## src/rtl/cryptoStatPkg.sv

```systemverilog
package cryptoStatPkg;

  typedef enum logic [1:0] {
    OP_ENCRYPT = 2'b00,
    OP_KEYDER  = 2'b01,
    OP_DECRYPT = 2'b10,
    OP_DECALT  = 2'b11
  } opCode_t;

  typedef struct packed {
    logic doneEvt;
    logic rdErrEvt;
    logic wrErrEvt;
  } evtStrobes_t;

  localparam int NUM_FLAGS = 3;

  function automatic int maxOf6(input int a, input int b, input int c,
                                input int d, input int e, input int f);
    int m;
    m = a;
    if (b > m) m = b;
    if (c > m) m = c;
    if (d > m) m = d;
    if (e > m) m = e;
    if (f > m) m = f;
    return m;
  endfunction

endpackage

```

## src/rtl/cryptoBusyTimer.sv

```systemverilog
module cryptoBusyTimer
  import cryptoStatPkg::*;
#(
  parameter int LAT_ENC_S = 51,
  parameter int LAT_KDR_S = 59,
  parameter int LAT_DEC_S = 51,
  parameter int LAT_ENC_L = 75,
  parameter int LAT_KDR_L = 82,
  parameter int LAT_DEC_L = 75
) (
  input  logic        clk,
  input  logic        rstN,
  input  logic        startPulse,
  input  logic [1:0]  opSel,
  input  logic        keyLong,
  input  logic        rdViolation,
  input  logic        wrViolation,
  output logic        busy,
  output evtStrobes_t evt
);

  localparam int MAX_LAT = maxOf6(LAT_ENC_S, LAT_KDR_S, LAT_DEC_S,
                                  LAT_ENC_L, LAT_KDR_L, LAT_DEC_L);
  localparam int CNT_W   = $clog2(MAX_LAT + 1);

  logic             busyQ;
  logic [CNT_W-1:0] cntQ;
  opCode_t          opQ;
  logic             keyQ;
  logic [CNT_W-1:0] latSel;
  logic             lastCycle;
  logic             startOk;

  always_comb begin
    latSel = '0;
    unique case (opQ)
      OP_ENCRYPT: latSel = keyQ ? CNT_W'(LAT_ENC_L) : CNT_W'(LAT_ENC_S);
      OP_KEYDER:  latSel = keyQ ? CNT_W'(LAT_KDR_L) : CNT_W'(LAT_KDR_S);
      OP_DECRYPT,
      OP_DECALT:  latSel = keyQ ? CNT_W'(LAT_DEC_L) : CNT_W'(LAT_DEC_S);
      default:    latSel = '0;
    endcase
  end

  assign lastCycle = busyQ && (cntQ == latSel);
  assign startOk   = startPulse && !busyQ;

  always_ff @(posedge clk or negedge rstN) begin
    if (!rstN) begin
      busyQ <= 1'b0;
      cntQ  <= '0;
      opQ   <= OP_ENCRYPT;
      keyQ  <= 1'b0;
    end else if (startOk) begin
      busyQ <= 1'b1;
      cntQ  <= CNT_W'(1);
      opQ   <= opCode_t'(opSel);
      keyQ  <= keyLong;
    end else if (lastCycle) begin
      busyQ <= 1'b0;
      cntQ  <= '0;
    end else if (busyQ) begin
      cntQ  <= cntQ + CNT_W'(1);
    end
  end

  assign busy         = busyQ;
  assign evt.doneEvt  = lastCycle;
  assign evt.rdErrEvt = busyQ && rdViolation;
  assign evt.wrErrEvt = busyQ && wrViolation;

  AST_CNT_IN_WINDOW: assert property (@(posedge clk) disable iff (!rstN)
    busyQ |-> (cntQ >= CNT_W'(1)) && (cntQ <= latSel));
  AST_CNT_ADVANCES: assert property (@(posedge clk) disable iff (!rstN)
    (busyQ && !lastCycle) |=> busyQ && (cntQ == $past(cntQ) + CNT_W'(1)));
  AST_START_IGNORED: assert property (@(posedge clk) disable iff (!rstN)
    (busyQ && startPulse) |=> $stable(opQ) && $stable(keyQ));
  AST_WR_NO_ABORT: assert property (@(posedge clk) disable iff (!rstN)
    (busyQ && wrViolation && !lastCycle) |=> busyQ);

endmodule

```

## src/rtl/cryptoFlagBank.sv

```systemverilog
module cryptoFlagBank
  import cryptoStatPkg::*;
(
  input  logic        clk,
  input  logic        rstN,
  input  evtStrobes_t evt,
  input  logic        doneIrqEn,
  input  logic        errIrqEn,
  input  logic        doneClr,
  input  logic        errClr,
  output logic        doneFlag,
  output logic        rdErrFlag,
  output logic        wrErrFlag,
  output logic        irqOut
);

  logic [NUM_FLAGS-1:0] setVec;
  logic [NUM_FLAGS-1:0] clrVec;
  logic [NUM_FLAGS-1:0] flagQ;

  // bit 2 done, bit 1 read error, bit 0 write error
  assign setVec = {evt.doneEvt, evt.rdErrEvt, evt.wrErrEvt};
  assign clrVec = {doneClr, errClr, errClr};

  for (genvar g = 0; g < NUM_FLAGS; g++) begin : gFlag
    always_ff @(posedge clk or negedge rstN) begin
      if (!rstN)          flagQ[g] <= 1'b0;
      else if (setVec[g]) flagQ[g] <= 1'b1;
      else if (clrVec[g]) flagQ[g] <= 1'b0;
    end
  end

  assign doneFlag  = flagQ[2];
  assign rdErrFlag = flagQ[1];
  assign wrErrFlag = flagQ[0];
  assign irqOut    = (doneFlag & doneIrqEn) | ((rdErrFlag | wrErrFlag) & errIrqEn);

  AST_SET_WINS: assert property (@(posedge clk) disable iff (!rstN)
    evt.doneEvt |=> doneFlag);
  AST_ERR_CLR_BOTH: assert property (@(posedge clk) disable iff (!rstN)
    (errClr && !evt.rdErrEvt && !evt.wrErrEvt) |=> !rdErrFlag && !wrErrFlag);
  AST_DONE_HOLDS: assert property (@(posedge clk) disable iff (!rstN)
    (!evt.doneEvt && !doneClr) |=> $stable(doneFlag));
  AST_IRQ_MASKED: assert property (@(posedge clk) disable iff (!rstN)
    (!doneIrqEn && !errIrqEn) |-> !irqOut);
  AST_ERR_SET: assert property (@(posedge clk) disable iff (!rstN)
    (evt.rdErrEvt || evt.wrErrEvt) |=> (rdErrFlag || wrErrFlag));

endmodule

```

## src/rtl/cryptoStatusTop.sv

```systemverilog
module cryptoStatusTop
  import cryptoStatPkg::*;
#(
  parameter int LAT_ENC_S = 51,
  parameter int LAT_KDR_S = 59,
  parameter int LAT_DEC_S = 51,
  parameter int LAT_ENC_L = 75,
  parameter int LAT_KDR_L = 82,
  parameter int LAT_DEC_L = 75
) (
  input  logic       clk,
  input  logic       rstN,
  input  logic       startPulse,
  input  logic [1:0] opSel,
  input  logic       keyLong,
  input  logic       doneIrqEn,
  input  logic       errIrqEn,
  input  logic       doneClr,
  input  logic       errClr,
  input  logic       rdViolation,
  input  logic       wrViolation,
  output logic       busy,
  output logic       doneFlag,
  output logic       rdErrFlag,
  output logic       wrErrFlag,
  output logic       irqOut
);

  evtStrobes_t evtBus;

  cryptoBusyTimer #(
    .LAT_ENC_S(LAT_ENC_S), .LAT_KDR_S(LAT_KDR_S), .LAT_DEC_S(LAT_DEC_S),
    .LAT_ENC_L(LAT_ENC_L), .LAT_KDR_L(LAT_KDR_L), .LAT_DEC_L(LAT_DEC_L)
  ) timer_i (
    .clk(clk), .rstN(rstN), .startPulse(startPulse), .opSel(opSel),
    .keyLong(keyLong), .rdViolation(rdViolation), .wrViolation(wrViolation),
    .busy(busy), .evt(evtBus)
  );

  cryptoFlagBank flags_i (
    .clk(clk), .rstN(rstN), .evt(evtBus), .doneIrqEn(doneIrqEn),
    .errIrqEn(errIrqEn), .doneClr(doneClr), .errClr(errClr),
    .doneFlag(doneFlag), .rdErrFlag(rdErrFlag), .wrErrFlag(wrErrFlag),
    .irqOut(irqOut)
  );

  AST_DONE_ON_BUSY_FALL: assert property (@(posedge clk) disable iff (!rstN)
    $fell(busy) |-> doneFlag);
  AST_IDLE_NO_ERR: assert property (@(posedge clk) disable iff (!rstN)
    (!busy && !rdErrFlag && rdViolation) |=> !rdErrFlag);

endmodule

```

## config.mk

```make
export PLATFORM = sky130hd
export DESIGN_NAME = cryptoStatusTop
export DESIGN_NICKNAME = d
export VERILOG_FILES = /design/src/rtl/cryptoStatPkg.sv /design/src/rtl/cryptoBusyTimer.sv /design/src/rtl/cryptoFlagBank.sv /design/src/rtl/cryptoStatusTop.sv
export SDC_FILE = /design/constraint.sdc
export NUM_CORES = 1
export LEC_CHECK = 0
export BUFFER_PORTS_ARGS = -buffer_cell sky130_fd_sc_hd__clkbuf_2
export CAP_MARGIN = 20
export CORE_MARGIN = 1
export CORE_UTILIZATION = 45
export CTS_BUF_LIST = sky130_fd_sc_hd__clkbuf_8 sky130_fd_sc_hd__clkbuf_16
export DETAILED_ROUTE_END_ITERATION = 10
export GPL_TIMING_DRIVEN = 1
export PLACE_DENSITY = 0.78
export SYNTH_ARGS = -nofsm -noshare
export SYNTH_HDL_FRONTEND = slang
export SYNTH_HIERARCHICAL = 1
export SYNTH_SLANG_ARGS = --single-unit
```

## constraint.sdc

```tcl
create_clock -name clk -period 1.5 [get_ports clk]
set_input_delay 0.15 -clock clk [delete_from_list [all_inputs] [get_ports clk]]
set_output_delay 0.15 -clock clk [all_outputs]
set_load 0.005 [all_outputs]
```

==> flow_metrics.tcl, run 1 <==
set metrics [dict create \
    run_status "finished, violations left" \
    failed_checks "setup timing" \
    worst_ep_arrival_time_ps 1730 \
    initial_utilization_pct 48.4 \
    cp_max_fo 5 \
    fin_hold_ws_ps 145 \
    seq_area_frac_synth_pct 48.0 \
    vias_per_cell 5.08 \
    totalWireLength_um 1300 \
    timing.final.crit_share_pct 108 \
    dp_hpwl_um 985 \
    pin_count 17 \
    die_w_um 42.3 \
    final_cell_mix "clkbuf_2, dfrtp_1, nor2_1" \
    slew_headroom_pct 77.0 \
    final-max-slew-violation-count 0 \
    post_synth_inst_count 70 \
    final_cell_area_um2 940 \
    insertion_delay_ps 240 \
    timing_hold_violations_final 0 \
    setup_viol 9 \
    antenna_found_initial 0 \
    maxCapViolations 0 \
    num_rows 14 \
    place_area_um2 857 \
    die_footprint_mm2 0.00179 \
    grt_first_pass_wirelength_um 2110 \
    global_route.usage.total_pct 16.0 \
    port_buffers 16 \
    clock-skew-final_ps 3.84 \
    gp_routability_congestion 0.749 \
    postSynth.asyncResetShare_pct 100 \
    clk_pin_slew_worst_paths_ps 50 \
    fmaxAchievable_mhz 618 \
    postLayoutSetupSlackWorst_ps -119 \
    rsz0062_at_grt "yes" \
    root_buffer "clkbuf_8" \
    postSynthRegisterBits 14 \
    number_of_design_rule_violations_left_after_detail_routing 0 \
    cp_data_required_time_ps 1610 \
    synth_ff_type "dfrtp_1" \
    timing.critical_path.from_type "register" \
    count_of_synthesis_stage_warnings_from_yosys 6 \
    area_overhead_vs_synth_pct 28.8 \
    layout-drive-gt1-share_pct 37.0 \
    worstSetupPathType "reg -> reg" \
    timing.final.crit_period_ps 1620 \
    synth_enable_flop_cells 0 \
    cts_max_level 1 \
    tritoncts "yes" \
    antenna_violating_nets_post_route 0 \
    number_of_buffers_between_clock_root_and_the_deepest_sink 2 \
    antenna-diode-count 0 \
    synth.avg_cell_area_um2 10.4 \
    leakagePower_nw 0.449 \
    placed_cells_incl_taps 102 \
    numClockSinks 14 \
    fp.coreArea_mm2 0.00151 \
    syn-num-nets 85 \
    power.ir.vdd_worst_mv 1.24 \
    critical_path.endpoint_type "register" \
    holdCritPathClass "in -> reg" \
    first_global_vias 498 \
    maximum_number_of_pins_on_one_net_before_global_route_repair 15 \
    routed-via-count 549 \
    nNetsFinal 109 \
    mostFrequentLayoutCell "clkbuf_2" \
    layoutNonFillerInstCount 108 \
    yosys.cell_types.count 23 \
    firstDrtPassIters 2 \
    route.detailed.wl_per_inst_um 12.0 \
    setup_tns_ps -784 \
    die_height_um 42.3 \
    grt-ovfl-total 0 \
    drt-initial-drc-count 6 \
    synthesis.area_um2 729 \
    max_slew.worst_pin.slew_ps 346 \
    power_density_relative_to_cell_area_mw_per_mm2 1840 \
    cts-buffers-inserted 3 \
]
registers in the layout, summed over array words and instances, names as in the netlist:
name,cells
timer_i/cntQ,7
timer_i/opQ,2
flags_i/doneFlag,1
flags_i/rdErrFlag,1
flags_i/wrErrFlag,1
timer_i/busy,1
timer_i/keyQ,1
cells by family (layout without fill, tap and decap cells):
logic type,count (synthesis),after routing,share of synthesized area (%)
compound gates,11,11,11.5
xor+xnor,8,8,9.61
fa+ha+maj,3,3,5.15
buf+inv,6,28,4.63
flops,14,14,48.0
mux,3,3,4.63
simple gates,25,25,16.5
path summary, 6_finish.rpt:
kind / startpoint / to / slack (ps) / depth (start not counted)
setup / recovery: timer_i/opQ[1] / timer_i/cntQ[6] / -120 / 6
hold / removal: opSel[1] / timer_i/opQ[1] / 150 / 2
setup reg to reg: timer_i/opQ[1] / timer_i/cntQ[6] / -120 / 6
hold reg to reg: flags_i/rdErrFlag / flags_i/rdErrFlag / 510 / 1
max in group asynchronous: rstN / timer_i/keyQ / 900 / 2
min in group asynchronous: rstN / timer_i/cntQ[3] / 340 / 2
layout make-up:
class | count | area (um^2)
Clock buffer | 3 | 41.3
Fill cell | 129 | 567
Inverter | 4 | 15.0
Multi-Input combinational cell | 50 | 393
Sequential cell | 14 | 350
Tap cell | 16 | 20.0
Timing Repair Buffer | 21 | 120
metal layers:
layer,vias up,share of wire [%],GRT usage [%]
li1,279,-,-
met1,254,45,20.1
met2,16,49,26.5
met3,0,6.0,6.90
met4,0,0,1.88
met5,-,0,0
synthesized netlist by cell type (2+ instances only):
library cell  number  area (um^2)
dfrtp_1           14          350
o21ai_0            2         10.0
nand2_1            7         26.3
o2111ai_1          2         17.5
xor2_1             6         52.6
a21o_1             3         22.5
nor2_1            11         41.3
inv_1              4         15.0
and2_1             2         12.5
mux2_2             3         33.8
ha_1               3         37.5
xnor2_1            2         17.5
through the flow:
stage | worst slack (ps) | power, mW | util [%]
finish | -119 | 1.73 | 62.4
global route | -190 | 1.85 | 62.4
CTS | -116 | 1.73 | 61.9
detailed placement | -116 | 1.37 | 56.9
global placement | -60.0 | 1.33 | 56.9
floorplan | 13.8 | 1.20 | -
power by group:
group,internal (mW),switching [mW]
logic,0.378,0.340
clock network,0.177,0.121
registers,0.532,0.181
what timing repair did:
| action | CTS | global route |
|---|---|---|
| setup endpoints to repair | 9 | 9 |
| endpoints found under the hold margin | 14 | 0 |
| setup buffers | 1 | 1 |
| hold buffers | 1 | 0 |
| gates resized for setup | 4 | 0 |
| pin swaps | 3 | 0 |
worst max-delay path, cell delays in order (launching register included):
cell and delay [ps]:
dfrtp_1 380, nand2b_4 160, ha_4 260, xor2_1 140, nand2_1 120, o32ai_4 350, nor2_1 90
(Power assumes the default switching activity.)
==> inputs of run 2 (changes only) <==
- ABC_AREA: unset -> 1
- CORE_UTILIZATION: 45 -> 47
- MAX_ROUTING_LAYER: unset -> met4
- PLACE_DENSITY: 0.78 -> 0.8
==> run 2 against run 1 <==
Compared with the run above:
- the flow finishes with violations (DRC)
- critical path depth rose by 4
- maximum frequency increased by 8.1%
- routed wire length rose by 27%
- synthesized cell count increased by 53%
- sequential cell count is the same
- clock-buffer cell count up 1
==> flow_metrics.tcl, run 2 <==
set metrics [dict create \
    synth.most_common_cell "nand2_1" \
    cp_cell_sequence "nor2_4 -> inv_2 -> ha_4 -> inv_2 -> nand2_1 -> nand2_1 -> nor2_1 -> nand3_2 -> nand2_4 -> nor2_1" \
    grt-ovfl-total 0 \
    timing_hold_violations_final 0 \
    port_buffers 16 \
    run_status "finished, violations left" \
    slew_headroom_pct 76.7 \
    maxCapViolations 0 \
    syn-num-nets 122 \
    numClockSinks 14 \
    dp_hpwl_um 1220 \
    power.share.combinational_pct 44.2 \
    number_of_flip_flops_under_the_largest_register_name 7 \
    synth.top_cells.by_count "nand2_1, inv_1, dfrtp_1" \
    layout-drive-gt1-share_pct 30.5 \
    die_footprint_mm2 0.00190 \
    timing.final.crit_period_ps 1500 \
    power.ir.vdd_worst_mv 1.01 \
    antenna_found_initial 0 \
    max_slew.worst_pin.slew_ps 350 \
    cts_max_level 1 \
    seq_area_frac_synth_pct 43.0 \
    worstSetupPathType "reg -> reg" \
    holdCritPathClass "in -> reg" \
    critical_path.endpoint_type "register" \
    power.clock.fraction_pct 19.3 \
    synth_enable_flop_cells 0 \
    netlist.area_leader.share_pct 43.0 \
    clock-skew-final_ps 1.67 \
    power_density_relative_to_cell_area_mw_per_mm2 1890 \
    timing.critical_path.from_type "register" \
    routed-via-count 725 \
    global_route.usage.total_pct 22.1 \
    synthesis.area_um2 815 \
    totalWireLength_um 1650 \
    placed_cells_incl_taps 138 \
    fmaxAchievable_mhz 668 \
    firstDrtPassIters 9 \
    final-max-slew-violation-count 0 \
    post_synth_inst_count 107 \
    nNetsFinal 144 \
    route.detailed.wl_per_inst_um 11.5 \
    setup_viol 0 \
    first_global_vias 732 \
    count_of_synthesis_stage_warnings_from_yosys 6 \
    cp_max_fo 5 \
    layoutNonFillerInstCount 144 \
    drt-initial-drc-count 12 \
    pin_count 17 \
    num_rows 14 \
    grt_first_pass_wirelength_um 2930 \
    timing.final.crit_share_pct 99.8 \
    postSynth.asyncResetShare_pct 100 \
    postSynthRegisterBits 14 \
    critical_path.max_stage_delay_ps 410 \
    maximum_number_of_pins_on_one_net_before_global_route_repair 15 \
    insertion_delay_ps 250 \
    die_w_um 43.6 \
    place_area_um2 907 \
    number_of_buffers_between_clock_root_and_the_deepest_sink 2 \
    synth_ff_type "dfrtp_1" \
    layout_top_registers "timer_i/cntQ x7, timer_i/opQ x2" \
    root_buffer "clkbuf_8" \
    sequentialPowerShare_pct 36.4 \
    final_cell_area_mm2 0.00101 \
    synthTopCellsByArea "dfrtp_1, nand2_1, inv_1, nor2_1, nand3_1" \
    leakagePower_nw 0.587 \
    fp.coreArea_mm2 0.00156 \
    clk_pin_slew_worst_paths_ps 60 \
    cts-buffers-inserted 3 \
    synth.avg_cell_area_um2 7.61 \
    gp_routability_congestion 0.830 \
    area_overhead_vs_synth_pct 24.3 \
    number_of_design_rule_violations_left_after_detail_routing 1 \
    die_height_um 43.6 \
    tritoncts "yes" \
    worst_ep_arrival_time_ps 1640 \
    vias_per_cell 5.03 \
    yosys.cell_types.count 21 \
    netSwitchingPower_mw 0.776 \
    rsz0062_at_grt "yes" \
    antenna-diode-count 0 \
    mostFrequentLayoutCell "nand2_1" \
    yosys.area.top_type "dfrtp_1" \
    failed_checks "DRC" \
    antenna_violating_nets_post_route 0 \
    worst_path_max_delay_cell "dfrtp_1" \
    power.switching_fraction_pct 40.6 \
    cp_data_required_time_ps 1640 \
    cell_internal_pwr_mw 1.14 \
    final_cell_mix "nand2_1, inv_1, clkbuf_2" \
    initial_utilization_pct 52.2 \
    top_register "timer_i/cntQ" \
]
[run 2: cell types whose count changed after synthesis, moves of 2 or more]
cell       change
xor2_1         -5
o21bai_1       +3
nand2_1       +24
a21o_1         -3
xnor2_1        -2
nand3_2        +2
nand3_1        +8
and2_1         -2
inv_1         +16
inv_2          +2
o2111ai_1      -2
[run 2: final cells by class]
cell class                 instances  area, um^2
sequential                        14         350
inverter                          22        82.6
clock buffer                       4        55.1
tap                               16        20.0
multi-input combinational         70         407
fill                             131         547
timing repair buffer              18        97.6
[run 2: layer usage]
layer,global-route usage (%),up-vias,wire [um]
li1,-,365,-
met2,36.7,15,859
met4,11.3,0,23
met5,-,-,0
met1,25.5,341,715
met3,3.75,4,53
[run 2: critical path, delay by kind of cell, from the launching register on]
family                     cells  cell delay [ps]
adders and majority gates      1              260
buffers and inverters          2               80
DFF                            1              410
and+or+nand+nor                7              650
[run 2: through the flow]
stage / hold WS [ps] / utilization [%] / setup TNS (ps) / setup WS, ps / power, mW
after floorplan: -146 / - / 0 / 22.1 / 1.23
after global placement: 68.4 / 58.2 / 0 / 16.0 / 1.37
after detailed placement: 77.2 / 58.2 / -257 / -50.6 / 1.41
after CTS: 75.7 / 64.8 / 0 / 8.41 / 1.90
after global routing: 80.2 / 64.9 / -587 / -89.4 / 2.09
final: 78.1 / 64.9 / 0 / 2.42 / 1.91
[run 2: cells by family (layout without fill, tap and decap cells)]
kind of cell / after synthesis / after routing / synth area share [%]
xor+xnor: 1 / 1 / 1.08
flops: 14 / 14 / 43.0
compound gates: 7 / 7 / 5.68
mux: 2 / 2 / 2.76
buf+inv: 23 / 44 / 11.1
simple gates: 57 / 57 / 31.8
fa+ha+maj: 3 / 3 / 4.61
[run 2: path summary, 6_finish.rpt]
| path | from | depth (start not counted) | slack (ps) | end |
|---|---|---|---|---|
| worst max register to register | timer_i/opQ[1] | 10 | 2 | timer_i/cntQ[3] |
| max in group asynchronous | rstN | 2 | 910 | timer_i/busy |
| worst min register to register | flags_i/doneFlag | 2 | 540 | flags_i/doneFlag |
| min in group asynchronous | rstN | 2 | 340 | timer_i/cntQ[2] |
| worst min-delay path | doneClr | 2 | 80 | flags_i/doneFlag |
| worst max-delay path | timer_i/opQ[1] | 10 | 2 | timer_i/cntQ[3] |
[run 2: power by group through the flow]
stage / logic, mW / registers, mW / clock network [mW]
5_1_grt: 0.972 / 0.719 / 0.400
4_1_cts: 0.823 / 0.690 / 0.382
3_5_place_dp: 0.731 / 0.679 / 0
3_3_place_gp: 0.702 / 0.671 / 0
2_1_floorplan: 0.590 / 0.643 / 0
6_report: 0.846 / 0.697 / 0.370
[run 2: repair_timing]
action / in CTS / in global routing
endpoints found under the hold margin: 14 / 0
hold buffers: 1 / 0
pin swaps: 3 / 2
gates resized for setup: 7 / 2
gates cloned: 0 / 0
buffers inserted: 1 / 0
endpoints found under the setup margin: 7 / 9
==> inputs of run 3 (changes only) <==
- PLACE_DENSITY: 0.8 -> 0.84
==> run 3 against run 2 <==
Compared with the run above:
- the run ends with DRC, setup timing left
- core utilization decreased by 0.24 points
- largest power group unchanged
- first-iteration DRC count grew 100%
- highest routed layer unchanged
- global-route usage decreased by 1.5 points
==> flow_metrics.tcl, run 3 (same netlist as run 2, synthesis figures left out) <==
set metrics [dict create \
    run_status "finished, violations left" \
    cp_cell_sequence "nor2_4 -> inv_2 -> ha_4 -> inv_2 -> nand2_2 -> nand2_1 -> nor2_1 -> nand3_2 -> nand2_4 -> nor2_1" \
    power_density_relative_to_cell_area_mw_per_mm2 1870 \
    root_buffer "clkbuf_8" \
    setup_viol 1 \
    max_slew.worst_pin.slew_ps 354 \
    cp_max_fo 5 \
    cts_max_level 1 \
    fp.coreArea_mm2 0.00156 \
    timing.final.crit_share_pct 100 \
    rsz0062_at_grt "yes" \
    gp_routability_congestion 0.822 \
    top_register "timer_i/cntQ" \
    initial_utilization_pct 52.2 \
    worst_path_max_delay_cell "dfrtp_1" \
    vias_per_cell 4.88 \
    numClockSinks 14 \
    total_power_mw 1.89 \
    route.detailed.wl_per_inst_um 11.4 \
    num_rows 14 \
    nNetsFinal 145 \
    tritoncts "yes" \
    port_buffers 16 \
    antenna_found_initial 0 \
    antenna-diode-count 0 \
    drt-initial-drc-count 24 \
    fmaxAchievable_mhz 666 \
    power.ir.vdd_worst_mv 1.04 \
    die_w_um 43.6 \
    path_delay_family "simple AND/OR/NAND/NOR gates" \
    number_of_design_rule_violations_left_after_detail_routing 1 \
    failed_checks "DRC, setup timing" \
    final_cell_mix "nand2_1, inv_1, clkbuf_2" \
    worst_ep_arrival_time_ps 1630 \
    critPathBufInv 2 \
    global_route.usage.total_pct 20.6 \
    die_footprint_mm2 0.00190 \
    pin_count 17 \
    die_height_um 43.6 \
    slew_headroom_pct 76.4 \
    maximum_number_of_pins_on_one_net_before_global_route_repair 15 \
    clock-skew-final_ps 3.39 \
    grt-ovfl-total 0 \
    timing_hold_violations_final 0 \
    mostFrequentLayoutCell "nand2_1" \
    final-max-slew-violation-count 0 \
    number_of_buffers_between_clock_root_and_the_deepest_sink 2 \
    setup_tns_ps -1.77 \
    firstDrtPassIters 7 \
    routed-via-count 702 \
    holdCritPathClass "in -> reg" \
    clk_pin_slew_worst_paths_ps 50 \
    postLayoutSetupSlackWorst_ps -1.77 \
    critical_path.max_stage_delay_ps 400 \
    layout_top_registers "timer_i/cntQ x7, timer_i/opQ x2" \
    insertion_delay_ps 240 \
    number_of_flip_flops_under_the_largest_register_name 7 \
    worstSetupPathType "reg -> reg" \
    timing.critical_path.from_type "register" \
    dp_hpwl_um 1220 \
    area_overhead_vs_synth_pct 23.8 \
    maxCapViolations 0 \
    grt_first_pass_wirelength_um 2790 \
    cp_data_required_time_ps 1630 \
    cts-buffers-inserted 3 \
    leakagePower_nw 0.584 \
    totalWireLength_um 1640 \
    layout-drive-gt1-share_pct 30.5 \
    antenna_violating_nets_post_route 0 \
    critical_path.endpoint_type "register" \
    first_global_vias 677 \
    timing.final.crit_period_ps 1500 \
]
-- run 3: cell count changes in the layout (fill, tap and decap cells not counted) --
cell	before	now
nand3_2	3	2
nor2_4	2	3
buf_4	1	2
nand2_2	0	1
nand3_1	7	8
clkbuf_8	4	3
nor2_2	2	1
nand2_1	31	30
-- run 3: what timing repair did --
action,4_1_cts,5_1_grt
pin swaps,6,3
endpoints found under the setup margin,9,9
hold buffers,1,0
buffers inserted,2,0
gates resized for setup,4,6
hold endpoints to repair,14,0
-- run 3: worst paths after layout --
kind / from / to / slack (ps) / cells after the start
worst min register to register: flags_i/rdErrFlag / flags_i/rdErrFlag / 530 / 2
worst max register to register: timer_i/opQ[1] / timer_i/cntQ[5] / -2 / 10
min in group asynchronous: rstN / timer_i/opQ[1] / 360 / 2
worst max-delay path: timer_i/opQ[1] / timer_i/cntQ[5] / -2 / 10
worst min-delay path: errClr / flags_i/rdErrFlag / 100 / 2
max in group asynchronous: rstN / flags_i/wrErrFlag / 880 / 2
-- run 3: power by group --
group	total [mW]	internal, mW	leakage, nW	switching [mW]
registers	0.694	0.530	0.163	0.164
logic	0.898	0.399	0.400	0.499
clock network	0.295	0.177	0.0216	0.118
total	1.89	1.11	0.584	0.781
-- run 3: final cells by class --
cell class | instances | area [um^2]
clock buffers | 3 | 41.3
fillers | 124 | 551
inverters | 22 | 82.6
multi-input cells | 70 | 409
flip-flops and latches | 14 | 350
well taps | 16 | 20.0
repair buffers | 19 | 105
-- run 3: layer usage --
layer  GRT usage, %  up-vias  wire length (um)
met5              -        -                 0
met4           9.38        0                14
met3           2.50        2                60
met2           36.1       14               864
met1           23.2      321               703
li1               -      365                 -
-- run 3: stage by stage --
step | instances | cell area, um^2 | util (%) | hold WS (ps) | setup slack, ps
floorplan | 107 | 815 | - | -146 | 22.1
global placement | 138 | 907 | 58.2 | 64.4 | 23.6
detailed placement | 138 | 907 | 58.2 | 77.6 | -78.9
CTS | 144 | 983 | 63.1 | 99.3 | -28.0
global route | 144 | 1010 | 64.7 | 109 | -101
finish | 144 | 1010 | 64.7 | 104 | -1.77
